<file path="config.mk">
export PLATFORM = sky130hd
export DESIGN_NAME = enc_hif
export DESIGN_NICKNAME = d
export VERILOG_FILES = /design/src/rtl/enc_hif_pkg.sv /design/src/rtl/enc_hif_fifo.sv /design/src/rtl/enc_hif_errcap.sv /design/src/rtl/enc_hif.sv
export SDC_FILE = /design/constraint.sdc
export NUM_CORES = 1
export LEC_CHECK = 0
export ABC_AREA = 1
export BUFFER_PORTS_ARGS = -buffer_cell sky130_fd_sc_hd__buf_2
export CAP_MARGIN = 5
export CORE_MARGIN = 2
export CORE_UTILIZATION = 41
export CTS_BUF_LIST = sky130_fd_sc_hd__clkbuf_4 sky130_fd_sc_hd__clkbuf_8
export CTS_CLUSTER_SIZE = 20
export DETAILED_ROUTE_END_ITERATION = 8
export PLACE_DENSITY = 0.66
export SLEW_MARGIN = 20
export SYNTH_ARGS = -nofsm -noshare
export SYNTH_HDL_FRONTEND = slang
export SYNTH_HIERARCHICAL = 1
export SYNTH_SLANG_ARGS = --single-unit
</file>
<file path="constraint.sdc">
create_clock -name clk_i -period 10.1 [get_ports clk_i]
set_input_delay 2.02 -clock clk_i [delete_from_list [all_inputs] [get_ports clk_i]]
set_output_delay 2.02 -clock clk_i [all_outputs]
set_load 0.02 [all_outputs]
</file>
<file path="src/rtl/enc_hif_pkg.sv">
package enc_hif_pkg;
  localparam int unsigned DW = 32;

  localparam int unsigned OFF_RST   = 'h100;
  localparam int unsigned OFF_RACK  = 'h104;
  localparam int unsigned OFF_MCFG  = 'h108;
  localparam int unsigned OFF_MCFG2 = 'h10C;
  localparam int unsigned OFF_CMD   = 'h114;
  localparam int unsigned OFF_STS   = 'h118;
  localparam int unsigned OFF_LVL   = 'h11C;
  localparam int unsigned OFF_DACK  = 'h120;
  localparam int unsigned OFF_EACK  = 'h124;
  localparam int unsigned OFF_ELOC  = 'h128;
  localparam int unsigned OFF_EEXT  = 'h12C;
  localparam int unsigned OFF_ESEC  = 'h130;
  localparam int unsigned OFF_CG    = 'h148;
  localparam int unsigned OFF_VER   = 'h14C;
  localparam int unsigned OFF_SWAP  = 'h150;

  localparam logic [7:0] ST_LIST_FULL = 8'hF0;

  typedef struct packed {
    logic [15:0] task_id;
    logic [7:0]  client_id;
    logic [7:0]  code;
  } tag_word_t;
endpackage

</file>
<file path="src/rtl/enc_hif_fifo.sv">
module enc_hif_fifo #(
  parameter int unsigned WIDTH = 32,
  parameter int unsigned DEPTH = 4,
  localparam int unsigned AW = (DEPTH > 1) ? $clog2(DEPTH) : 1,
  localparam int unsigned CW = $clog2(DEPTH + 1)
) (
  input  logic             clk_i,
  input  logic             rst_ni,
  input  logic             flush_i,
  input  logic             push_i,
  input  logic [WIDTH-1:0] wdata_i,
  input  logic             pop_i,
  output logic [WIDTH-1:0] rdata_o,
  output logic [CW-1:0]    count_o
);
  logic [WIDTH-1:0] mem [DEPTH];
  logic [AW-1:0]    wr_ptr, rd_ptr;
  logic             push_ok, pop_ok;

  assign push_ok = push_i && (count_o != CW'(DEPTH));
  assign pop_ok  = pop_i && (count_o != '0);
  assign rdata_o = mem[rd_ptr];

  function automatic logic [AW-1:0] nxt(input logic [AW-1:0] p);
    return (p == AW'(DEPTH - 1)) ? '0 : p + AW'(1);
  endfunction

  always_ff @(posedge clk_i) begin
    if (push_ok && !flush_i) mem[wr_ptr] <= wdata_i;
  end

  always_ff @(posedge clk_i or negedge rst_ni) begin
    if (!rst_ni) begin
      wr_ptr  <= '0;
      rd_ptr  <= '0;
      count_o <= '0;
    end else if (flush_i) begin
      wr_ptr  <= '0;
      rd_ptr  <= '0;
      count_o <= '0;
    end else begin
      if (push_ok) wr_ptr <= nxt(wr_ptr);
      if (pop_ok)  rd_ptr <= nxt(rd_ptr);
      if (push_ok && !pop_ok)      count_o <= count_o + CW'(1);
      else if (pop_ok && !push_ok) count_o <= count_o - CW'(1);
    end
  end
endmodule

</file>
<file path="src/rtl/enc_hif_errcap.sv">
module enc_hif_errcap #(
  parameter int unsigned N = 3,
  parameter int unsigned W = 32
) (
  input  logic                clk_i,
  input  logic                rst_ni,
  input  logic [N-1:0]        strobe_i,
  input  logic [W-1:0]        info_i,
  input  logic                clear_i,
  output logic [N-1:0][W-1:0] err_o,
  output logic                irq_o
);
  for (genvar k = 0; k < N; k++) begin : g_word
    always_ff @(posedge clk_i or negedge rst_ni) begin
      if (!rst_ni)          err_o[k] <= '0;
      else if (strobe_i[k]) err_o[k] <= info_i;   // new error beats clear
      else if (clear_i)     err_o[k] <= '0;
    end
  end

  assign irq_o = |err_o;
endmodule

</file>
<file path="src/rtl/enc_hif.sv">
module enc_hif
  import enc_hif_pkg::*;
#(
  parameter int unsigned CMD_DEPTH = 4,
  parameter int unsigned STS_DEPTH = 8,
  parameter int unsigned AW        = 12,
  parameter logic [15:0] VERSION   = 16'h0A51
) (
  input  logic          clk_i,
  input  logic          rst_ni,
  input  logic          req_i,
  input  logic          we_i,
  input  logic [AW-1:0] addr_i,
  input  logic [DW-1:0] wdata_i,
  output logic [DW-1:0] rdata_o,
  output logic          task_valid_o,
  input  logic          task_ready_i,
  output logic [DW-1:0] task_cmd_o,
  output logic [DW-1:0] task_desc_o,
  input  logic          res_valid_i,
  output logic          res_ready_o,
  input  logic [DW-1:0] res_word_i,
  input  logic [2:0]    err_strobe_i,
  input  logic [DW-1:0] err_info_i,
  output logic          irq_done_o,
  output logic          irq_err_o,
  output logic [2:0]    clk_en_o
);
  localparam int unsigned CMD_CW = $clog2(CMD_DEPTH + 1);
  localparam int unsigned STS_CW = $clog2(STS_DEPTH + 1);
  localparam int unsigned LVL_W  = 4;
  localparam int unsigned N_ERR  = 3;
  localparam int unsigned N_CG   = 3;

  logic wr, rd, cmd_wr, srst, dack, eack;
  logic phase_q, drop_q, rack_q;
  logic [DW-1:0] hold_q, mcfg_q, mcfg2_q, swap_q;
  logic [N_CG-1:0] cg_q;
  logic [CMD_CW-1:0] cmd_cnt;
  logic [STS_CW-1:0] sts_cnt;
  logic [2*DW-1:0] cmd_head;
  logic [DW-1:0] sts_head, sts_wdata;
  logic cmd_full, sts_full, sts_empty;
  logic cmd_push, ovf_push, sts_push, sts_pop;
  logic [N_ERR-1:0][DW-1:0] err_q;
  tag_word_t ovf_w;

  assign wr     = req_i && we_i;
  assign rd     = req_i && !we_i;
  assign cmd_wr = wr && (addr_i == AW'(OFF_CMD));
  assign srst   = wr && (addr_i == AW'(OFF_RST))  && wdata_i[0];
  assign dack   = wr && (addr_i == AW'(OFF_DACK)) && wdata_i[0];
  assign eack   = wr && (addr_i == AW'(OFF_EACK)) && wdata_i[0];

  assign cmd_full  = (cmd_cnt == CMD_CW'(CMD_DEPTH));
  assign sts_full  = (sts_cnt == STS_CW'(STS_DEPTH));
  assign sts_empty = (sts_cnt == '0);

  // command port: word then descriptor; full is judged at the word
  assign cmd_push = cmd_wr && phase_q && !drop_q;
  assign ovf_push = cmd_wr && !phase_q && cmd_full;

  assign ovf_w       = '{task_id: wdata_i[31:16], client_id: wdata_i[15:8], code: ST_LIST_FULL};
  assign res_ready_o = !sts_full && !ovf_push && !srst;
  assign sts_push    = !srst && !sts_full && (ovf_push || res_valid_i);
  assign sts_wdata   = ovf_push ? DW'(ovf_w) : res_word_i;
  assign sts_pop     = rd && (addr_i == AW'(OFF_STS)) && !sts_empty;

  always_ff @(posedge clk_i or negedge rst_ni) begin
    if (!rst_ni) begin
      phase_q <= 1'b0;
      drop_q  <= 1'b0;
      hold_q  <= '0;
    end else if (srst) begin
      phase_q <= 1'b0;
      drop_q  <= 1'b0;
    end else if (cmd_wr) begin
      phase_q <= !phase_q;
      if (!phase_q) begin
        hold_q <= wdata_i;
        drop_q <= cmd_full;
      end
    end
  end

  always_ff @(posedge clk_i or negedge rst_ni) begin
    if (!rst_ni) begin
      mcfg_q  <= '0;
      mcfg2_q <= '0;
      swap_q  <= '0;
      cg_q    <= '0;
    end else if (wr) begin
      if (addr_i == AW'(OFF_MCFG))  mcfg_q  <= wdata_i;
      if (addr_i == AW'(OFF_MCFG2)) mcfg2_q <= wdata_i;
      if (addr_i == AW'(OFF_SWAP))  swap_q  <= wdata_i;
      if (addr_i == AW'(OFF_CG))    cg_q    <= wdata_i[N_CG-1:0];
    end
  end

  always_ff @(posedge clk_i or negedge rst_ni) begin
    if (!rst_ni)                                rack_q <= 1'b0;
    else if (srst)                              rack_q <= 1'b1;
    else if (wr && addr_i == AW'(OFF_RACK))     rack_q <= 1'b0;
  end

  always_ff @(posedge clk_i or negedge rst_ni) begin
    if (!rst_ni)          irq_done_o <= 1'b0;
    else if (sts_push)    irq_done_o <= 1'b1;
    else if (dack || srst) irq_done_o <= 1'b0;
  end

  enc_hif_fifo #(.WIDTH(2*DW), .DEPTH(CMD_DEPTH)) u_cmd_q (
    .clk_i, .rst_ni, .flush_i(srst), .push_i(cmd_push),
    .wdata_i({hold_q, wdata_i}), .pop_i(task_valid_o && task_ready_i),
    .rdata_o(cmd_head), .count_o(cmd_cnt)
  );

  enc_hif_fifo #(.WIDTH(DW), .DEPTH(STS_DEPTH)) u_sts_q (
    .clk_i, .rst_ni, .flush_i(srst), .push_i(sts_push),
    .wdata_i(sts_wdata), .pop_i(sts_pop),
    .rdata_o(sts_head), .count_o(sts_cnt)
  );

  enc_hif_errcap #(.N(N_ERR), .W(DW)) u_err (
    .clk_i, .rst_ni, .strobe_i(err_strobe_i), .info_i(err_info_i),
    .clear_i(eack || srst), .err_o(err_q), .irq_o(irq_err_o)
  );

  assign task_valid_o = (cmd_cnt != '0);
  assign task_cmd_o   = cmd_head[2*DW-1:DW];
  assign task_desc_o  = cmd_head[DW-1:0];
  assign clk_en_o     = cg_q;

  always_comb begin
    rdata_o = '0;
    case (addr_i)
      AW'(OFF_RACK):  rdata_o = DW'(rack_q);
      AW'(OFF_MCFG):  rdata_o = mcfg_q;
      AW'(OFF_MCFG2): rdata_o = mcfg2_q;
      AW'(OFF_STS):   rdata_o = sts_empty ? '0 : sts_head;
      AW'(OFF_LVL):   rdata_o = DW'(LVL_W'(sts_cnt));
      AW'(OFF_ELOC):  rdata_o = err_q[0];
      AW'(OFF_EEXT):  rdata_o = err_q[1];
      AW'(OFF_ESEC):  rdata_o = err_q[2];
      AW'(OFF_CG):    rdata_o = DW'(cg_q);
      AW'(OFF_VER):   rdata_o = DW'(VERSION);
      AW'(OFF_SWAP):  rdata_o = swap_q;
      default:        rdata_o = '0;
    endcase
  end
endmodule


</file>
* Yosys cells after proc, flatten, opt, wreduce, memory -nomap -nowiden
Memory sizes are Yosys's and may differ from the RTL's.
Cells that the tools add are included.
** Storage, ports and cells
- Output and inout bits :: 103
- Bits in writable memories :: 512
- Memories kept :: 2
- Flip-flop bits (word level) :: 248
** Operators by class
- Mux-type cells :: 38
- Reductions and logical operators :: 67
- Equality and inequality tests :: 24
- Bitwise logic cells :: 2
- Add/sub/neg operators :: 8
** Memory list
- u_cmd_q.mem :: depth 4, bits a word 64, rd ports 1, clocked after memory_dff 0, wr ports 1, line enc_hif_fifo.sv:16 : logic [WIDTH-1:0] mem [DEPTH];
- u_sts_q.mem :: depth 8, bits a word 32, rd ports 1, clocked after memory_dff 0, wr ports 1, line enc_hif_fifo.sv:16
** Operator list (number)
- $pmux W32 S11 :: 1
- $mux W32 :: 6
- $eq A12 B9 Y1 const B :: 15
- $reduce_or A96 Y1 :: 1
- $logic_and A1 B1 Y1 :: 31
- $mux W3 :: 9
- $reduce_bool A2 Y1 :: 10
- $mux W1 :: 13
- $mux W2 :: 6
- $mux W4 :: 3
- $logic_not A1 Y1 :: 11
- $reduce_and A2 Y1 :: 5
- $add A3 B1 Y3 const B :: 3
- $eq A3 B3 Y1 const B :: 3
- $reduce_bool A3 Y1 :: 3
- $add A2 B1 Y2 const B :: 2
- $add A4 B1 Y4 const B :: 1
- $eq A2 B2 Y1 const B :: 2
- $eq A4 B4 Y1 const B :: 1
- $logic_not A4 Y1 :: 1
- $ne A4 B4 Y1 const B :: 1
- $reduce_bool A4 Y1 :: 1
- $sub A4 B1 Y4 const B :: 1
- $logic_or A1 B1 Y1 :: 3
- other kinds (5) :: 6

* Longest topological paths before layout
Gate-level depths: netlist of run 1.
- Word-level depth :: 12
- Depth in mapped cells :: 17

* By module
Netlist of run 1, hierarchy kept.
** By module, submodules not included
- enc_hif_fifo (u_sts_q) :: area each 10532.6 um^2, sequential area each 7937.6 um^2, cells each 816, times used 1
- enc_hif_fifo (u_cmd_q) :: area each 9985.8 um^2, sequential area each 7862.5 um^2, cells each 686, times used 1
- enc_hif :: area each 7836.3 um^2, sequential area each 3378.2 um^2, cells each 1128, times used 1
- enc_hif_errcap :: area each 4002.6 um^2, sequential area each 2402.3 um^2, cells each 442, times used 1

* Worst setup path before layout of run 1
Ideal clock, no wire load.
- Kind :: input to register
- Start :: input req_i
- End :: memory u_cmd_q/mem[0][0] in the netlist's numbering (enable)
- Library setup time :: 486 ps
- Data required time :: 9614 ps
- Stages :: 10
- Path slack :: 3956 ps
- Arrival time :: 5658 ps
- Path through :: nand2_1 clkinv_1 nand3_1 nor2_2 nand2_1 nor3_1 nand2_1 inv_2 nand2_1 nor2_1
** On the way
- Cells in the longest elaborated chain, start to end :: 8
- Elaborated cells between the ends (all ways) :: 11
- Classes of those cells :: mux: 2; reduce/logical: 9
** RTL lines
- start: declaration :: line enc_hif.sv:11 : input logic req_i,
- $logic_and A1 B1 Y1 :: line enc_hif.sv:48 : assign wr = req_i && we_i;
- $logic_and A1 B1 Y1 :: line enc_hif.sv:50 : assign cmd_wr = wr && (addr_i == AW'(OFF_CMD));
- $logic_and A1 B1 Y1 (2 in a row) :: line enc_hif.sv:60 : assign cmd_push = cmd_wr && phase_q && !drop_q;
- named net cmd_push :: line enc_hif.sv:44 : logic cmd_push, ovf_push, sts_push, sts_pop;
- $logic_and A1 B1 Y1 :: line enc_hif_fifo.sv:20 : assign push_ok = push_i && (count_o != CW'(DEPTH));
- $logic_and A1 B1 Y1 :: line enc_hif_fifo.sv:29 : if (push_ok && !flush_i) mem[wr_ptr] <= wdata_i;
- $mux W1 :: line enc_hif_fifo.sv:29
- $mux W1 (not written as such) :: line enc_hif_fifo.sv:29
- end: declaration :: line enc_hif_fifo.sv:16
The timed path passes the listed nets, and every way through them passes these cells.

* Worst setup path after layout of run 1
- Start :: register u_sts_q.rd_ptr[0]
- End :: output rdata_o[2]
** On the way
- Cells in the longest elaborated chain, start to end :: 3
** RTL lines
- start: declaration :: line enc_hif_fifo.sv:17 : logic [AW-1:0] wr_ptr, rd_ptr;
- start signal: assignment :: line enc_hif_fifo.sv:43 : if (pop_ok) rd_ptr <= nxt(rd_ptr);
- $mem_v2 Z8 W32
- named net sts_head[2] :: line enc_hif.sv:42 : logic [DW-1:0] sts_head, sts_wdata;
- $mux W32 :: line enc_hif.sv:140 : AW'(OFF_STS): rdata_o = sts_empty ? '0 : sts_head;
- $pmux W32 S11 :: line enc_hif.sv:136 : case (addr_i)
- end: declaration :: line enc_hif.sv:15 : output logic [DW-1:0] rdata_o,
The timed path passes the listed nets, and every way through them passes these cells.

==> flow_summary.toml, run 1 <==
[synthesis]
synthTopCellsByArea = "edfxtp_1, dfrtp_1, nor2_1, nand2_1, o21ai_0"
yosysWarnings = 6
synth_top_area_frac = 0.475
synth_edf_count = 512
synth-async-reset-ratio = 0.326
ys_types = 39
avgSynthCellArea_um2 = 10.5
netlist_instances = 3072
syn_nets = 3202
syn-cell-area_um2 = 32400
yosysSeqAreaShare = 0.667
synth_top_area_cell = "edfxtp_1"
synth-main-ff-cell = "edfxtp_1"
ys_ff_latch = 760

[clock_network]
cts_resized = 0
holdBufCountCts = 0
clockBufferDepth = 3
clock_sinks = 760
cts_tree = "built"
h-tree-depth = 3
root_buffer = "clkbuf_8"
post_cts_buffers = 0
worstSkewPairLatency_ns = 0.76
numCtsBuffers = 120
clk_pin_slew_ns = 0.06

[timing]
rsz0062_at_grt = "false"
setup_violations = 0
worst_pin_slew_ns = 1.10
tns_ns = 0
fin_hold_ws_ns = 0.484
fin_crit_ns = 6.56
hold_viol = 0
final_max_slew_viol_count = 0
slew_headroom = 0.264
fin_skew_ns = 0.0610
timing.fmax_mhz = 153
period_share = 0.649

[critical_path]
r2r_cells = 14
crit_slowest_cell = "buf_4"
cpPeakStageDelay_ns = 0.85
crit_cells = 12
worstPathCellList = "clkinv_2 -> buf_4 -> o21ai_0 -> o22ai_1 -> nor2_1 -> a31oi_1 -> nand2_1 -> nand3b_1 -> nand2_1 -> inv_1 -> nand3_1 -> buf_2"
crit_path_frequent_cell = "nand2_1"
cp-start-kind = "flop"
required_ns = 8.08
startpoint = "u_sts_q/rd_ptr[0]"
cp-end-kind = "primary output"
critPathTopFamily = "buffers and inverters"
worst-path-buf-inv = 4
crit_type = "flop to primary output"
path_max_fanout = 98
arrival_ns = 4.54
regToRegStartpoint = "u_cmd_q/count_o[2]"

[worst_hold_path]
min-delay-start = "irq_done_o"
hold_depth = 2
hp-class = "flop to flop"

[grt]
antenna_found_initial = 8
met1_usage = 0.319
gr-total-overflow = 0
grt_pass1_vias = 22300
grtUsageMet3 = 0.0393
grt_pass1_wl_mm = 139
busiest_layer = "met2"
grtUsageMet2 = 0.344
grt_max_degree = 127
grt_use_total = 0.225

[drt]
wl_per_cell_um = 20.9
drtIter0Drc = 2676
antenna_left = 0
vias = 23600
via_per_inst = 5.33
drc_errors = 0
firstDrtPassIters = 5
wl_mm = 92.8

[placement]
io_buffers = 219
dpl.hpwl_mm = 58.1
gp_congestion = 0.923

[final_layout]
area_growth_pct = 13.6
fillers = 7273
regArea_um2 = 21600
multi_input_area_um2 = 9200
drive_gt1_frac = 0.164
nets = 3406

[power]
pwr_density_cell_nw_per_um2 = 217
peakVddDrop_uv = 101
leakagePower_nw = 15.3

[die]
rows = 103
start_util = 0.412
ioPinCount = 220
fp.dieH_um = 285
core_um2 = 78600
chipWidth_um = 285
die-area_um2 = 81200

[job]
drv_cap = 0

[run_status]
status = "finished clean"
==> area by class of cell <==
type	instances	area share
sequential	760	0.587
multi-input combinational	1969	0.250
clock buffer	187	0.0625
timing repair buffer	254	0.0377
tap	1050	0.0357
inverter	171	0.0176
clock inverter	34	0.00864
antenna	9	0.000612
==> synthesized netlist by cell type (all sizes together), types with 2 or more instances <==
library cell,n
clkinv,2
fa,2
ha,11
inv,169
a21oi,9
nand3b,4
buf,118
o21ai,511
nand4,7
nor3,7
o22ai,108
nand2,519
dfrtp,248
edfxtp,512
clkbuf,54
nand3,202
a31oi,32
nor2,552
==> state kept, by name, indices dropped and copies added, names as in the netlist, 4 cells and up <==
register         flops
u_cmd_q/mem        256
u_sts_q/mem        256
u_err/err_o         96
hold_q              32
mcfg2_q             32
mcfg_q              32
swap_q              32
u_sts_q/count_o      4
==> cells in the final DEF (no fill, tap or decap), types with 9 or more instances in the layout <==
| cell type | synthesis | layout |
|---|---|---|
| edfxtp_1 | 512 | 512 |
| o21ai_1 | 144 | 144 |
| nor2_4 | 4 | 17 |
| nand2_1 | 511 | 511 |
| a31oi_1 | 32 | 32 |
| nand3_1 | 200 | 199 |
| o22ai_1 | 108 | 108 |
| nor2_2 | 9 | 9 |
| buf_4 | 17 | 33 |
| inv_1 | 154 | 153 |
| nor2_1 | 539 | 526 |
| ha_1 | 11 | 11 |
| o21ai_0 | 335 | 335 |
| clkbuf_4 | 0 | 44 |
| inv_2 | 14 | 14 |
| clkinv_1 | 2 | 17 |
| clkbuf_8 | 0 | 143 |
| dfrtp_1 | 248 | 244 |
| diode_2 | 0 | 9 |
| o21ai_2 | 32 | 32 |
| buf_2 | 69 | 218 |
==> report_power, final <==
group	switching, mW	internal [mW]
clock	1.24	1.55
sequential	0.105	3.54
combinational	1.12	0.434
==> layer usage <==
metal,share of wire,up-vias
met3,0.082,160
li1,-,11000
met1,0.43,11500
met4,0.038,2
met5,0.00014,-
met2,0.45,1009
==> tightest hold or removal path, cell delays in order, from the launching register on <==
cell	delay, ns
dfrtp_1	0.34
nand2_1	0.06
nand2_1	0.06
==> stage by stage <==
| stage | utilization | setup WS (ns) | cell area, µm² | power (mW) | std cells |
|---|---|---|---|---|---|
| after global placement | 0.434 | 3.80 | 34100 | 5.23 | 4204 |
| after CTS | 0.467 | 3.53 | 36700 | 8.04 | 4425 |
| after detailed placement | 0.434 | 3.74 | 34100 | 5.26 | 4204 |
| after global routing | 0.467 | 3.37 | 36800 | 8.33 | 4426 |
| after floorplan | - | 3.96 | 32400 | 4.71 | 3072 |
| final | 0.468 | 3.54 | 36800 | 7.99 | 4434 |
==> cells by family (layout without fill, tap and decap cells) <==
| kind of cell | count (synthesis) | after routing | share of synthesized area |
|---|---|---|---|
| buf+inv | 343 | 646 | 0.0523 |
| simple gates | 1293 | 1293 | 0.163 |
| fa+ha+maj | 13 | 13 | 0.00549 |
| compound gates | 661 | 661 | 0.112 |
| xor+xnor | 2 | 2 | 0.000541 |
| flops | 760 | 760 | 0.667 |
| other cells | 0 | 9 | 0 |
==> path summary, 6_finish.rpt <==
check,endpoint,slack [ns]
max in group asynchronous,u_cmd_q/rd_ptr[0],7.42
min reg2reg,irq_done_o,0.48
min in group asynchronous,u_err/err_o[67],1.37
max,rdata_o[2],3.54
min,irq_done_o,0.48
max reg2reg,u_sts_q/mem[6][20],6.01
No activity file was read; power rests on OpenSTA's default activity.
==> inputs of run 2 (changes only) <==
==> constraint.sdc (replaced) <==
create_clock -name clk_i -period 6.37 [get_ports clk_i]
set_input_delay 1.274 -clock clk_i [delete_from_list [all_inputs] [get_ports clk_i]]
set_output_delay 1.274 -clock clk_i [all_outputs]
set_load 0.02 [all_outputs]
==> run 2 against run 1 <==
Compared with the run above: register-to-register slack worse by 3.2 ns; first-iteration DRC count down 2.7%; wire length up 0.49%; worst setup slack worse by 2.7 ns; non-clock buffer count up 6; critical endpoint unchanged; clock-buffer cell count up 3; sequential share of layout area down 0.47 points; critical path type unchanged; clock skew down 0.037 ns; via count down 0.16%.
==> flow_summary.toml, run 2 (synthesized netlist as in run 1, its figures left out) <==
[clock_network]
cts_resized = 0
numCtsBuffers = 121
h-tree-depth = 3
worstSkewPairLatency_ns = 0.74
clk_pin_slew_ns = 0.06
clock_sinks = 760
holdBufCountCts = 0
post_cts_buffers = 0
root_buffer = "clkbuf_8"
clockBufferDepth = 3
cts_tree = "built"

[critical_path]
cp-start-kind = "flop"
arrival_ns = 4.22
path_max_fanout = 60
required_ns = 5.10
cp-end-kind = "primary output"
regToRegStartpoint = "u_cmd_q/count_o[2]"
startpoint = "u_sts_q/rd_ptr[0]"
crit_type = "flop to primary output"

[grt]
antenna_found_initial = 5
grt_use_total = 0.227
grt_max_degree = 190
gr-total-overflow = 0
grt_pass1_vias = 22300
grt_pass1_wl_mm = 140

[final_layout]
area_growth_pct = 14.6
final_core_util = 0.472
fillers = 7246
final_common_cell = "nor2_1"
nets = 3413
drive_gt1_frac = 0.170
reg.largest.list = "u_cmd_q/mem x256, u_sts_q/mem x256, u_err/err_o x96"
finalNonFillerCells = 4447
final_cell_mix = "nor2_1, edfxtp_1, nand2_1, o21ai_0, dfrtp_1"

[power]
total_power_mw = 12.9
pwr_density_cell_nw_per_um2 = 348
leakagePower_nw = 15.4
peakVddDrop_uv = 206

[timing]
period_share = 0.863
final.setup.worst_slack_ns = 0.875
worst_pin_slew_ns = 1.11
fin_crit_ns = 5.49
rsz0062_at_grt = "false"
tns_ns = 0
slew_headroom = 0.260
hold_viol = 0
final_max_slew_viol_count = 0
setup_violations = 0
fin_skew_ns = 0.0238
timing.fmax_mhz = 182

[die]
start_util = 0.412
fp.dieH_um = 285
core_um2 = 78600
chipWidth_um = 285
ioPinCount = 220
die-area_um2 = 81200
rows = 103

[worst_hold_path]
hp-class = "primary input to asynchronous set/reset pin"

[drt]
drtIter0Drc = 2605
vias = 23600
wl_mm = 93.3
via_per_inst = 5.31
antenna_left = 0
firstDrtPassIters = 6
drc_errors = 0
wl_per_cell_um = 21.0

[run_status]
status = "finished clean"

[job]
drv_cap = 0

[placement]
gp_congestion = 0.936
dpl.hpwl_mm = 60.3
dp.cells = 4207
dp_slack_ns = 1.34
io_buffers = 219
-- run 2: critical path, cell delays in order (launching register included) --
cell,delay [ns]
dfrtp_4,0.85
clkinv_2,0.78
buf_4,0.43
o21ai_0,0.16
o22ai_1,0.09
nor2_1,0.31
a31oi_1,0.09
nand2_1,0.22
nand3b_1,0.14
nand2_1,0.07
inv_1,0.05
nand3_1,0.08
buf_2,0.17
-- run 2: final timing paths --
check,to,slack (ns),cells after the start
worst min register to register,mcfg_q[13],0.48,2
min in group clk_i,mcfg_q[13],0.48,2
worst max-delay path,rdata_o[2],0.88,12
max in group asynchronous,u_err/err_o[25],4.53,3
worst max register to register,u_sts_q/mem[5][0],2.82,12
worst min-delay path,u_err/err_o[71],0.47,1
-- run 2: layout make-up --
class                      count  area (µm²)  share of cell area
inverter                     171         646              0.0174
timing repair buffer         260        1520              0.0409
multi-input combinational   1969        9200               0.248
antenna                        7        17.5            0.000473
sequential                   760       21600               0.582
clock inverter                40         424              0.0114
clock buffer                 190        2360              0.0636
tap                         1050        1310              0.0354
-- run 2: power by group --
part,switching [mW],internal (mW)
sequential,0.215,5.61
combinational,1.73,0.693
clock,1.97,2.68
total,3.91,8.98
-- run 2: through the flow --
step / instance area (µm²) / hold slack (ns)
after global routing: 37100 / 0.482
after detailed placement: 34200 / 0.469
after CTS: 37000 / 0.445
after global placement: 34200 / 0.465
after floorplan: 32400 / 0.443
final: 37100 / 0.475
-- run 2: metal layers --
layer	GRT usage	share of wire
met5	0	0.00044
met4	0.0857	0.035
met3	0.0399	0.085
met2	0.348	0.45
met1	0.323	0.42
==> inputs of run 3 (changes only) <==
--- a/config.mk
+++ b/config.mk
@@ -14,8 +14,8 @@
 export CTS_CLUSTER_SIZE = 20
 export DETAILED_ROUTE_END_ITERATION = 8
 export PLACE_DENSITY = 0.66
+export SKIP_CTS_REPAIR_TIMING = 1
 export SLEW_MARGIN = 20
 export SYNTH_ARGS = -nofsm -noshare
 export SYNTH_HDL_FRONTEND = slang
-export SYNTH_HIERARCHICAL = 1
 export SYNTH_SLANG_ARGS = --single-unit
==> run 3 against run 2 <==
Compared with the run above: combinational power barely moved; first-iteration DRC count fell by 15%; sequential share of layout area rose by 2.4 points; critical path depth fell by 3; non-clock buffer count rose by 2; fmax rose by 0.62%; flip-flop and latch count did not move; wire length fell by 2.0%; synthesized cell count fell by 10%; via count fell by 5.0%; design area fell by 4.0%.
==> flow_summary.toml, run 3 <==
[power]
power_switching_mw = 3.84
total_power_mw = 12.4
pwr_density_cell_nw_per_um2 = 349
internal-power_mw = 8.60
peakVddDrop_uv = 213
combPwrFrac = 0.193
pwr-share-seq = 0.465
power_frac_clock = 0.343
swShare = 0.309
leakagePower_nw = 14.4

[worst_hold_path]
hp-class = "flop to flop"
min-delay-start = "mcfg_q[9]"
hold_depth = 2
whs_endpoint = "mcfg_q[9]"

[clock_network]
worstSkewPairLatency_ns = 0.75
root_buffer = "clkbuf_8"
numCtsBuffers = 118
h-tree-depth = 3
cts_tree = "built"
clockBufferDepth = 3
clk_pin_slew_ns = 0.06
clock_sinks = 760

[drt]
drtIter0Drc = 2214
firstDrtPassIters = 5
wl_mm = 91.4
drc_errors = 0
antenna_left = 0
via_per_inst = 5.53
vias = 22400
wl_per_cell_um = 22.6

[critical_path]
cp-end-kind = "primary output"
reg2reg_to = "u_sts_q.mem[0][24]"
crit_type = "flop to primary output"
regToRegStartpoint = "u_cmd_q.count_o[0]"
r2r_cells = 9
r2r_slack_ns = 3.00
arrival_ns = 4.19
path_max_fanout = 70
cp-start-kind = "flop"
required_ns = 5.10

[grt]
grt_max_degree = 161
antenna_found_initial = 5
grt_pass1_vias = 21600
grt_pass1_wl_mm = 136
grt_use_total = 0.233
gr-total-overflow = 0

[placement]
io_buffers = 219
dpl.hpwl_mm = 57.3
gp_congestion = 0.879

[timing]
final_max_slew_viol_count = 0
setup_violations = 0
hold_viol = 0
timing.fmax_mhz = 183
worst_pin_slew_ns = 1.23
fin_skew_ns = 0.0204
slew_headroom = 0.179
tns_ns = 0
period_share = 0.857
rsz0062_at_grt = "false"
fin_crit_ns = 5.46

[synthesis]
synth_edf_count = 512
avgSynthCellArea_um2 = 11.2
syn_nets = 2887
yosysWarnings = 0
yosysSeqAreaShare = 0.697
synth-async-reset-ratio = 0.326
ys_ff_latch = 760
synth-main-ff-cell = "edfxtp_1"
synth_top_area_frac = 0.496
netlist_instances = 2757
synthTopCellsByArea = "edfxtp_1, dfrtp_1, o21ai_0, o22ai_1, nand2_1"
synth_common_cells = "edfxtp_1, o21ai_0, nand2_1, nor2_1, dfrtp_1"
syn-cell-area_um2 = 31000
synth.most_common_cell = "edfxtp_1"
ys_types = 39
synth_top_area_cell = "edfxtp_1"

[die]
core_um2 = 74600
die-area_um2 = 77800
start_util = 0.415
fp.dieH_um = 279
chipWidth_um = 279
rows = 100
ioPinCount = 220

[final_layout]
final_common_cell = "edfxtp_1"
drive_gt1_frac = 0.170
reg.largest.list = "u_cmd_q.mem x256, u_sts_q.mem x256, u_err.err_o x96"
nets = 3109
area_growth_pct = 14.9
final_cell_mix = "edfxtp_1, o21ai_0, nand2_1, nor2_1, dfrtp_1"

[run_status]
status = "finished clean"

[job]
drv_cap = 0
## run 3: cell count changes after synthesis, sizes merged, moves of 46 or more
cell    previous run  this run
nand3            202        53
buf              118        60
o22ai            108       239
clkbuf            54       100
nor2             552       321
nand2            519       394
inv              169       219
## run 3: worst max-delay path, stage by stage (launching register included)
cell	delay [ns]
dfrtp_4	0.89
clkinv_2	0.87
buf_4	0.54
o21ai_0	0.22
o21ai_0	0.11
nand2_1	0.14
a21oi_1	0.16
a21oi_1	0.14
nand4_1	0.13
buf_2	0.18
## run 3: how the worst max path moves through the flow
stage | start | endpoint | slack (ns) | cells past startpoint
floorplan | addr_i[1] | u_cmd_q.mem[0][0] | 1.23 | 6
CTS | u_sts_q.rd_ptr[0] | rdata_o[0] | 0.85 | 9
global placement | addr_i[9] | rdata_o[30] | 1.61 | 10
finish | u_sts_q.rd_ptr[0] | rdata_o[0] | 0.91 | 9
global route | u_sts_q.rd_ptr[0] | rdata_o[0] | 0.60 | 9
detailed placement | addr_i[1] | rdata_o[3] | 1.55 | 12
## run 3: routing by layer
layer,wire [µm],global-route usage,share of wire
met5,13,0,0.00014
met4,3700,0.0982,0.041
met3,8490,0.0579,0.093
met2,42200,0.367,0.46
met1,37000,0.307,0.40
## run 3: stage by stage
| step | cell area, µm² | hold WS [ns] | setup slack [ns] | cells | util |
|---|---|---|---|---|---|
| 2_1_floorplan | 31000 | 0.442 | 1.23 | 2757 | - |
| 3_3_place_gp | 33000 | 0.454 | 1.61 | 3827 | 0.443 |
| 3_5_place_dp | 33000 | 0.474 | 1.55 | 3827 | 0.443 |
| 4_1_cts | 35600 | 0.489 | 0.851 | 4050 | 0.477 |
| 5_1_grt | 35600 | 0.508 | 0.598 | 4053 | 0.477 |
| 6_report | 35600 | 0.487 | 0.910 | 4054 | 0.477 |
## run 3: power by group through the flow
stage	combinational [mW]	sequential, mW	clock (mW)
5_1_grt	2.62	5.81	4.53
4_1_cts	2.40	5.78	4.31
3_5_place_dp	2.40	5.87	0
2_1_floorplan	1.52	5.78	0
6_report	2.40	5.78	4.26
3_3_place_gp	2.37	5.87	0
## run 3: cell families (layout without fill, tap and decap cells)
group | Yosys count | after routing | share of synthesized area
DFF | 760 | 760 | 0.697
AOI/OAI and AO/OA | 782 | 782 | 0.138
adders and majority gates | 13 | 13 | 0.00574
and+or+nand+nor | 819 | 819 | 0.109
xor gates and xnor gates | 1 | 1 | 0.000283
other | 0 | 3 | 0
buffers and inverters | 382 | 707 | 0.0500
## run 3: cell type report
cell class,count,area [µm²]
diodes,3,7.51
clock buffers,170,2160
clock inverters,53,363
fillers,6727,39000
inverters,222,836
multi-input cells,1615,7950
flip-flops and latches,760,21600
well taps,969,1210
repair buffers,262,1470
